## config.mk

```make
export PLATFORM = sky130hd
export DESIGN_NAME = pmu_gate_ctrl
export DESIGN_NICKNAME = d
export VERILOG_FILES = /design/src/rtl/pmu_gate_ctrl.sv
export SDC_FILE = /design/constraint.sdc
export NUM_CORES = 1
export LEC_CHECK = 0
export BUFFER_PORTS_ARGS = -buffer_cell sky130_fd_sc_hd__buf_4
export CAP_MARGIN = 25
export CORE_AREA = 2 2 39 41
export CTS_CLUSTER_DIAMETER = 40
export CTS_CLUSTER_SIZE = 10
export DETAILED_ROUTE_END_ITERATION = 16
export DIE_AREA = 0 0 41 43
export HOLD_SLACK_MARGIN = 0.02
export SYNTH_ARGS = -nofsm -noshare
export SYNTH_HDL_FRONTEND = slang
export SYNTH_SLANG_ARGS = --single-unit
```

## constraint.sdc

```tcl
create_clock -name clk -period 0.9 [get_ports clk]
set_clock_uncertainty 0.05 [all_clocks]
set_input_delay 0.18 -clock clk [delete_from_list [all_inputs] [get_ports clk]]
set_output_delay 0.18 -clock clk [all_outputs]
set_load 0.05 [all_outputs]
```

## src/rtl/pmu_gate_ctrl.sv

```systemverilog
module pmu_gate_ctrl #(
  parameter logic [7:0] RESET_VAL = 8'hA0
) (
  input  logic       clk,
  input  logic       rst_n,
  input  logic       wr_en,
  input  logic [7:0] wr_data,
  output logic [7:0] rd_data,
  input  logic       sleep,
  input  logic       vbat_low,
  output logic       reg_en,
  output logic       lv_irq,
  output logic [1:0] thr_sel,
  output logic [1:0] vout_sel,
  output logic [2:0] eff_thr
);
  localparam logic [7:0] KEEP_MASK = 8'hEF;

  logic [7:0] ctrl_q;

  always_ff @(posedge clk or negedge rst_n) begin
    if (!rst_n)     ctrl_q <= RESET_VAL & KEEP_MASK;
    else if (wr_en) ctrl_q <= wr_data & KEEP_MASK;
  end

  wire en_bit    = ctrl_q[7];
  wire irq_en    = ctrl_q[6];
  wire force_bit = ctrl_q[5];

  assign rd_data  = ctrl_q;
  assign thr_sel  = ctrl_q[3:2];
  assign vout_sel = ctrl_q[1:0];
  assign reg_en   = en_bit & (force_bit | ~sleep);
  assign lv_irq   = irq_en & vbat_low & reg_en & ~sleep;

  always_comb begin
    if (thr_sel != 2'b00) eff_thr = 3'd3 - {1'b0, thr_sel};
    else                  eff_thr = 3'd6 - {1'b0, vout_sel};
  end
endmodule


```

## Word level (Yosys, flattened, before mapping)

Index checks and enable logic that the tools add are counted.

- Register bits after elaboration: 7
- Bits of input ports: 13

- Add/sub/neg operators: 2
- Mux-type cells: 1
- Bitwise gates (word level): 6
- Reduce and logical (&&, ||, !) cells: 1

Operator list:

| cell | count |
|---|---|
| $and 1x1->1 | 4 |
| $mux 3 | 1 |
| $sub 2x2->3 const A | 1 |
| $sub 3x2->3 const A | 1 |
| $reduce_bool 2->1 | 1 |
| $not 1->1 | 1 |
| $or 1x1->1 | 1 |

## Logic depth before layout (Yosys ltp)

Gate-level depths: netlist of run 1.

- Depth after elaboration: 5
- Gate-level depth with buffers: 3

## Worst setup path after synthesis of run 1

OpenSTA, ideal clock, no wires.

- Kind: register -> output
- Start point: register ctrl_q[0], in the netlist rd_data[0]
- End point: output port eff_thr[2]
- Arrival time: 1910 ps
- Required time: 670 ps
- Slack: -1240 ps
- Stages on the path, launching flop included: 3
- Path buffers: 0
- Cell sequence: dfrtp_1 > ha_1 > nor3_1

- Cells in the longest elaborated chain, start to end: 2

Ends and longest elaborated chain:

| item | line | source |
|---|---|---|
| from (decl) | 19 | `logic [7:0] ctrl_q;` |
| from (signal assigned) | 22 | `if (!rst_n) ctrl_q <= RESET_VAL & KEEP_MASK;` |
| from (signal assigned) | 23 | `else if (wr_en) ctrl_q <= wr_data & KEEP_MASK;` |
| $sub 3x2->3 | 38 | `else eff_thr = 3'd6 - {1'b0, vout_sel};` |
| $mux 3 | 37 | `if (thr_sel != 2'b00) eff_thr = 3'd3 - {1'b0, thr_sel};` |
| to (decl) | 15 | `output logic [2:0] eff_thr` |

Every way passes these cells.

## Final worst setup path of run 1

- Start point: register ctrl_q[7], in the netlist rd_data[7]
- End point: output port lv_irq

- Cells in the longest elaborated chain, start to end: 3

Ends and longest elaborated chain:

| item | line | source |
|---|---|---|
| $and 1x1->1 | 33 | `assign reg_en = en_bit & (force_bit \| ~sleep);` |
| $and 1x1->1 (2 in series) | 34 | `assign lv_irq = irq_en & vbat_low & reg_en & ~sleep;` |
| to (decl) | 12 | `output logic lv_irq,` |

Every way passes these cells.

==> out/qor.yml, run 1 <==
portBuffers: 27
gr-total-overflow: 0
maxCapViolCount: 0
hp-class: "input pin to register"
htreeDepth: 1
min_delay_worst_endpoint: "rd_data[5]"
crit_chain: "and4b_4 -> buf_8"
r2r_cells: 4
reg2reg_setup_slack_ns: -0.30
ir_worst_vdd_mv: 0.8567
layout_commonest_cell: "buf_6"
yosysSeqAreaShare_pct: 47.02
postRouteAntennaNets: 0
end_kind: "output pin"
initial_utilization_pct: 27.31
slowest_delay_ns: 0.56
powerDensity_nw_per_um2: 1625
p_switching_uw: 580.8
grt_pass1_wl_um: 1738
path_class: "register to output pin"
largest_register_ffs: 7
crit_required_ns: 0.67
dp_slack_ns: -0.2878
die_area_um2: 1763
finalSetupViolations: 22
clk_latency_ns: 0.24
cp_top_family: "flip-flops"
vias_per_cell: 4.213
io_pins: 30
hold_slack_ns: 0.09767
slowest_stage: "dfstp_2"
avgSynthCellArea_um2: 11.81
drive_gt1_share_pct: 93.15
p_clk_share_pct: 18.5
fillers: 111
areaGrowthSynthToFinish_pct: 146.0
antenna_found_initial: 0
status: "finished with violations"
cts_buffer_depth: 2
hp-start: "wr_data[5]"
fin_crit_sh_pct: 158.5
drt-total-wl_um: 1069
final_cells: 89
swShare_pct: 38.45
diodes: 0
rows: 14
critPathLaunchType: "register"
power_frac_comb_pct: 54.4
drtIter0Drc: 3
hold_depth: 3
crit_fanout: 3
met1_length_um: 387
wl_per_cell_um: 12.01
rr_endpoint: "rd_data[1]"
synth_top_area_share_pct: 33.11
clk_pin_slew_ns: 0.05
nets: 88
worst_ep_arrival_time_ns: 1.20
cts_tree: "yes"
seq_power_share_pct: 27.1
r2r-start: "rd_data[1]"
ys_types: 15
p_leak_uw: 0.0004388
synth_area_leader_cell: "dfrtp_1"
highest_layer: "met3"
wl_met2_um: 595
syn_inst: 32
yosysWarnings: 0
synth_area_um2: 377.9
gp_congestion: 0.5947
cts_buffers: 3
final_cell_mix: "buf_6, buf_4, buf_8"
fp.dieH_um: 43
place_inst: 78
synth_fp_nets: 46
vias: 375
gr-usage-all-layers_pct: 14.89
synth_area_leaders: "dfrtp_1, mux2_4, dfstp_2"
drv_slew: 0
max_freq_mhz: 701.1
core_um2: 1384
fin_ws_ns: -0.5264
fin_crit_ns: 1.426
die_x_um: 41
power_uw: 1511
root_buffer: "clkbuf_4"
violations: "setup timing"
routed-wl-met3_um: 85
grt_pass1_vias: 417
worst-path-buf-inv: 1
finalHoldViolCount: 0
grt_max_degree: 10
synth-seq-cells: 7
p_int_uw: 929.9
drt_pass1_iterations: 2
rsz0062_at_grt: "true"
clkSinkCount: 7
drcViolationCount: 0
==> per-layer routing <==
layer	vias up	global-route usage, %
met4	0	4.000
met1	167	15.23
li1	184	-
met5	-	0
met3	0	3.665
met2	24	27.50
==> cells by family after synthesis <==
group / count (synthesis) / synth area share, %
flip-flops: 7 / 47.02
other: 1 / 0.9924
AND/OR/NAND/NOR: 6 / 7.947
multiplexers: 5 / 19.87
adder cells (fa/ha/maj): 1 / 3.311
buffers and inverters: 8 / 14.90
AO/OA/AOI/OAI: 4 / 5.960
==> worst min-delay path, delay by kind of cell <==
family / cells / cell delay, ns
buffers and inverters: 1 / 0.08
AND/OR/NAND/NOR: 1 / 0.05
AO/OA/AOI/OAI: 1 / 0.05
==> how the worst max path moves through the flow <==
stage	startpoint	end	slack, ns	depth (start not counted)
2_1_floorplan	rd_data[0]	eff_thr[2]	-0.47	2
3_3_place_gp	rd_data[0]	eff_thr[1]	-0.28	3
3_5_place_dp	rd_data[0]	eff_thr[1]	-0.29	3
4_1_cts	rd_data[0]	eff_thr[1]	-0.53	3
5_1_grt	rd_data[0]	eff_thr[1]	-0.57	3
6_report	rd_data[7]	lv_irq	-0.53	2
==> cells in the mapped netlist <==
library cell / number
buf_4: 5
dfrtp_1: 5
mux2_4: 5
dfstp_2: 2
inv_1: 2
nand2_1: 2
nor2_1: 2
o21ai_0: 2
a21boi_0: 1
a21oi_1: 1
and4b_1: 1
buf_6: 1
conb_1: 1
ha_1: 1
nor3_1: 1
==> cell type report <==
| type | instances | area (um2) | share of cell area (%) |
|---|---|---|---|
| repair buffers | 43 | 467.9 | 50.34 |
| multi-input cells | 17 | 216.5 | 23.28 |
| flip-flops and latches | 7 | 188.9 | 20.32 |
| clock buffers | 4 | 26.28 | 2.826 |
| well taps | 16 | 20.02 | 2.153 |
| inverters | 2 | 10.01 | 1.077 |
==> per-stage QoR <==
step | cell area, um2 | setup TNS [ns] | utilization, %
floorplan | 456.7 | -3.076 | -
global placement | 690.7 | -2.697 | 49.91
detailed placement | 690.7 | -2.829 | 49.91
CTS | 892.1 | -6.995 | 64.47
global route | 929.6 | -8.089 | 67.18
finish | 929.6 | -7.342 | 67.18
==> power by group through the flow <==
stage | clock network [uW] | logic, uW | registers (uW)
after detailed placement | 0 | 635 | 407
after global routing | 322 | 863 | 414
after global placement | 0 | 630 | 405
final | 279 | 822 | 410
after CTS | 293 | 789 | 409
after floorplan | 0 | 325 | 524
==> repair_timing <==
item                                    4_1_cts  5_1_grt
pin swaps                                     1        1
hold buffers                                  1        0
endpoints found under the setup margin       22       23
hold endpoints to repair                      7        0
gates resized for setup                      36        7
setup buffers                                 4        3
(Power assumes the default switching activity.)
==> inputs of run 2 (changes only) <==
- CELL_PAD_IN_SITES_DETAIL_PLACEMENT: unset -> 0
- CELL_PAD_IN_SITES_GLOBAL_PLACEMENT: unset -> 1
- CORE_AREA: 2 2 39 41 -> unset
- CORE_UTILIZATION: unset -> 27
- DIE_AREA: 0 0 41 43 -> unset
- PLACE_DENSITY_LB_ADDON: unset -> 0.1
- clock period: 0.9 -> 1.67 ns (I/O delays scaled with it)
==> out/qor.yml, run 2 (synthesized netlist as in run 1, its figures left out) <==
status: "complete, no violations"
final_cell_mix: "buf_4, mux2_4, dfrtp_1"
worst_ep_arrival_time_ns: 1.24
drtIter0Drc: 3
finalSetupViolations: 0
clk_latency_ns: 0.24
slowest_delay_ns: 0.39
cts_buffer_depth: 2
rr_endpoint: "rd_data[1]"
drive_gt1_share_pct: 71.67
portBuffers: 27
gr-usage-all-layers_pct: 11.89
wl_met2_um: 433
maxCapViolCount: 0
htreeDepth: 1
core_um2: 1301
highest_layer: "met3"
drt-total-wl_um: 846
finalHoldViolCount: 0
crit_fanout: 2
io_pins: 30
r2r-start: "rd_data[1]"
startpoint: "rd_data[1]"
ir_worst_vdd_mv: 0.3693
antenna_found_initial: 0
layout_commonest_cell: "buf_4"
end_kind: "output pin"
die_x_um: 39.41
wl_per_cell_um: 11.28
cts_tree: "yes"
p_leak_uw: 0.0003265
postRouteAntennaNets: 0
routed-wl-met3_um: 47
root_buffer: "clkbuf_4"
cp_top_family: "flip-flops"
hp-class: "input pin to register"
met1_length_um: 365
fin_crit_ns: 1.621
gp_congestion: 0.6304
largest_register_ffs: 7
powerDensity_nw_per_um2: 1067
grt_pass1_vias: 280
cp_num_cells: 3
vias: 322
diodes: 0
dp_slack_ns: 0.2009
grt_pass1_wl_um: 1186
drt_pass1_iterations: 2
worst-path-buf-inv: 1
rsz0062_at_grt: "true"
reg2reg_setup_slack_ns: 0.72
slowest_stage: "dfrtp_1"
die_area_um2: 1553
r2r_cells: 2
dpl.hpwl_um: 634.3
cts_buffers: 3
critPathLaunchType: "register"
grt_max_degree: 10
max_freq_mhz: 616.9
gr-total-overflow: 0
crit_chain: "ha_1 -> a21oi_2 -> buf_6"
place_inst: 68
clk_pin_slew_ns: 0.06
path_class: "register to output pin"
final_cells: 75
crit_required_ns: 1.29
crit_end: "eff_thr[1]"
drcViolationCount: 0
fin_ws_ns: 0.04905
vias_per_cell: 4.293
rows: 13
drv_slew: 0
clkSinkCount: 7
fp.dieH_um: 39.41
fin_crit_sh_pct: 97.06
nets: 75
initial_utilization_pct: 29.04
areaGrowthSynthToFinish_pct: 64.24
run 2: worst min-delay path, delay by kind of cell:
kind,cells,cell delay (ns)
AOI/OAI and AO/OA,1,0.06
and+or+nand+nor,1,0.04
buffers and inverters,1,0.07
run 2: worst min path at each step:
stage	start	cells after the start	to	slack [ns]
after floorplan	rst_n	0	rd_data[0]	-0.01
after global placement	rst_n	1	rd_data[1]	0.1
after detailed placement	rst_n	1	rd_data[0]	0.10
after CTS	wr_data[5]	3	rd_data[5]	0.24
after global routing	wr_data[5]	3	rd_data[5]	0.24
final	wr_data[5]	3	rd_data[5]	0.24
run 2: cell type report:
type	count	area [um2]
sequential	7	177.7
tap	15	18.77
fill	134	680.7
timing repair buffer	30	231.5
clock buffer	4	26.28
multi-input combinational	17	158.9
inverter	2	7.507
run 2: what timing repair did:
| action | 4_1_cts | 5_1_grt |
|---|---|---|
| endpoints found under the setup margin | 1 | 1 |
| gates resized for setup | 1 | 0 |
| pin swaps | 0 | 1 |
| setup buffers | 2 | 0 |
| hold endpoints to repair | 5 | 0 |
| hold buffers | 1 | 0 |
run 2: per-stage QoR:
step / cell area, um2 / setup TNS, ns / power, uW / hold slack [ns] / util [%]
finish: 620.6 / 0 / 662.0 / 0.2436 / 47.69
CTS: 620.6 / 0 / 669.2 / 0.2428 / 47.69
global route: 620.6 / -0.004789 / 696.7 / 0.2449 / 47.69
floorplan: 392.9 / -0.3850 / 421.4 / -0.01159 / -
detailed placement: 565.5 / 0 / 498.0 / 0.1032 / 43.46
global placement: 565.5 / 0 / 494.3 / 0.09981 / 43.46
run 2: power breakdown:
part	leakage, uW	total (uW)	internal [uW]	switching [uW]
combinational	0.000232	299	106	192
sequential	0.0000799	206	190	16.5
clock	0.0000150	157	91.4	65.4
total	0.000327	662	388	274
run 2: routing by layer:
layer	track usage (%)	up-vias
met5	0	-
met1	14.74	151
met3	3.977	0
li1	-	156
met2	17.21	15
met4	7.759	0
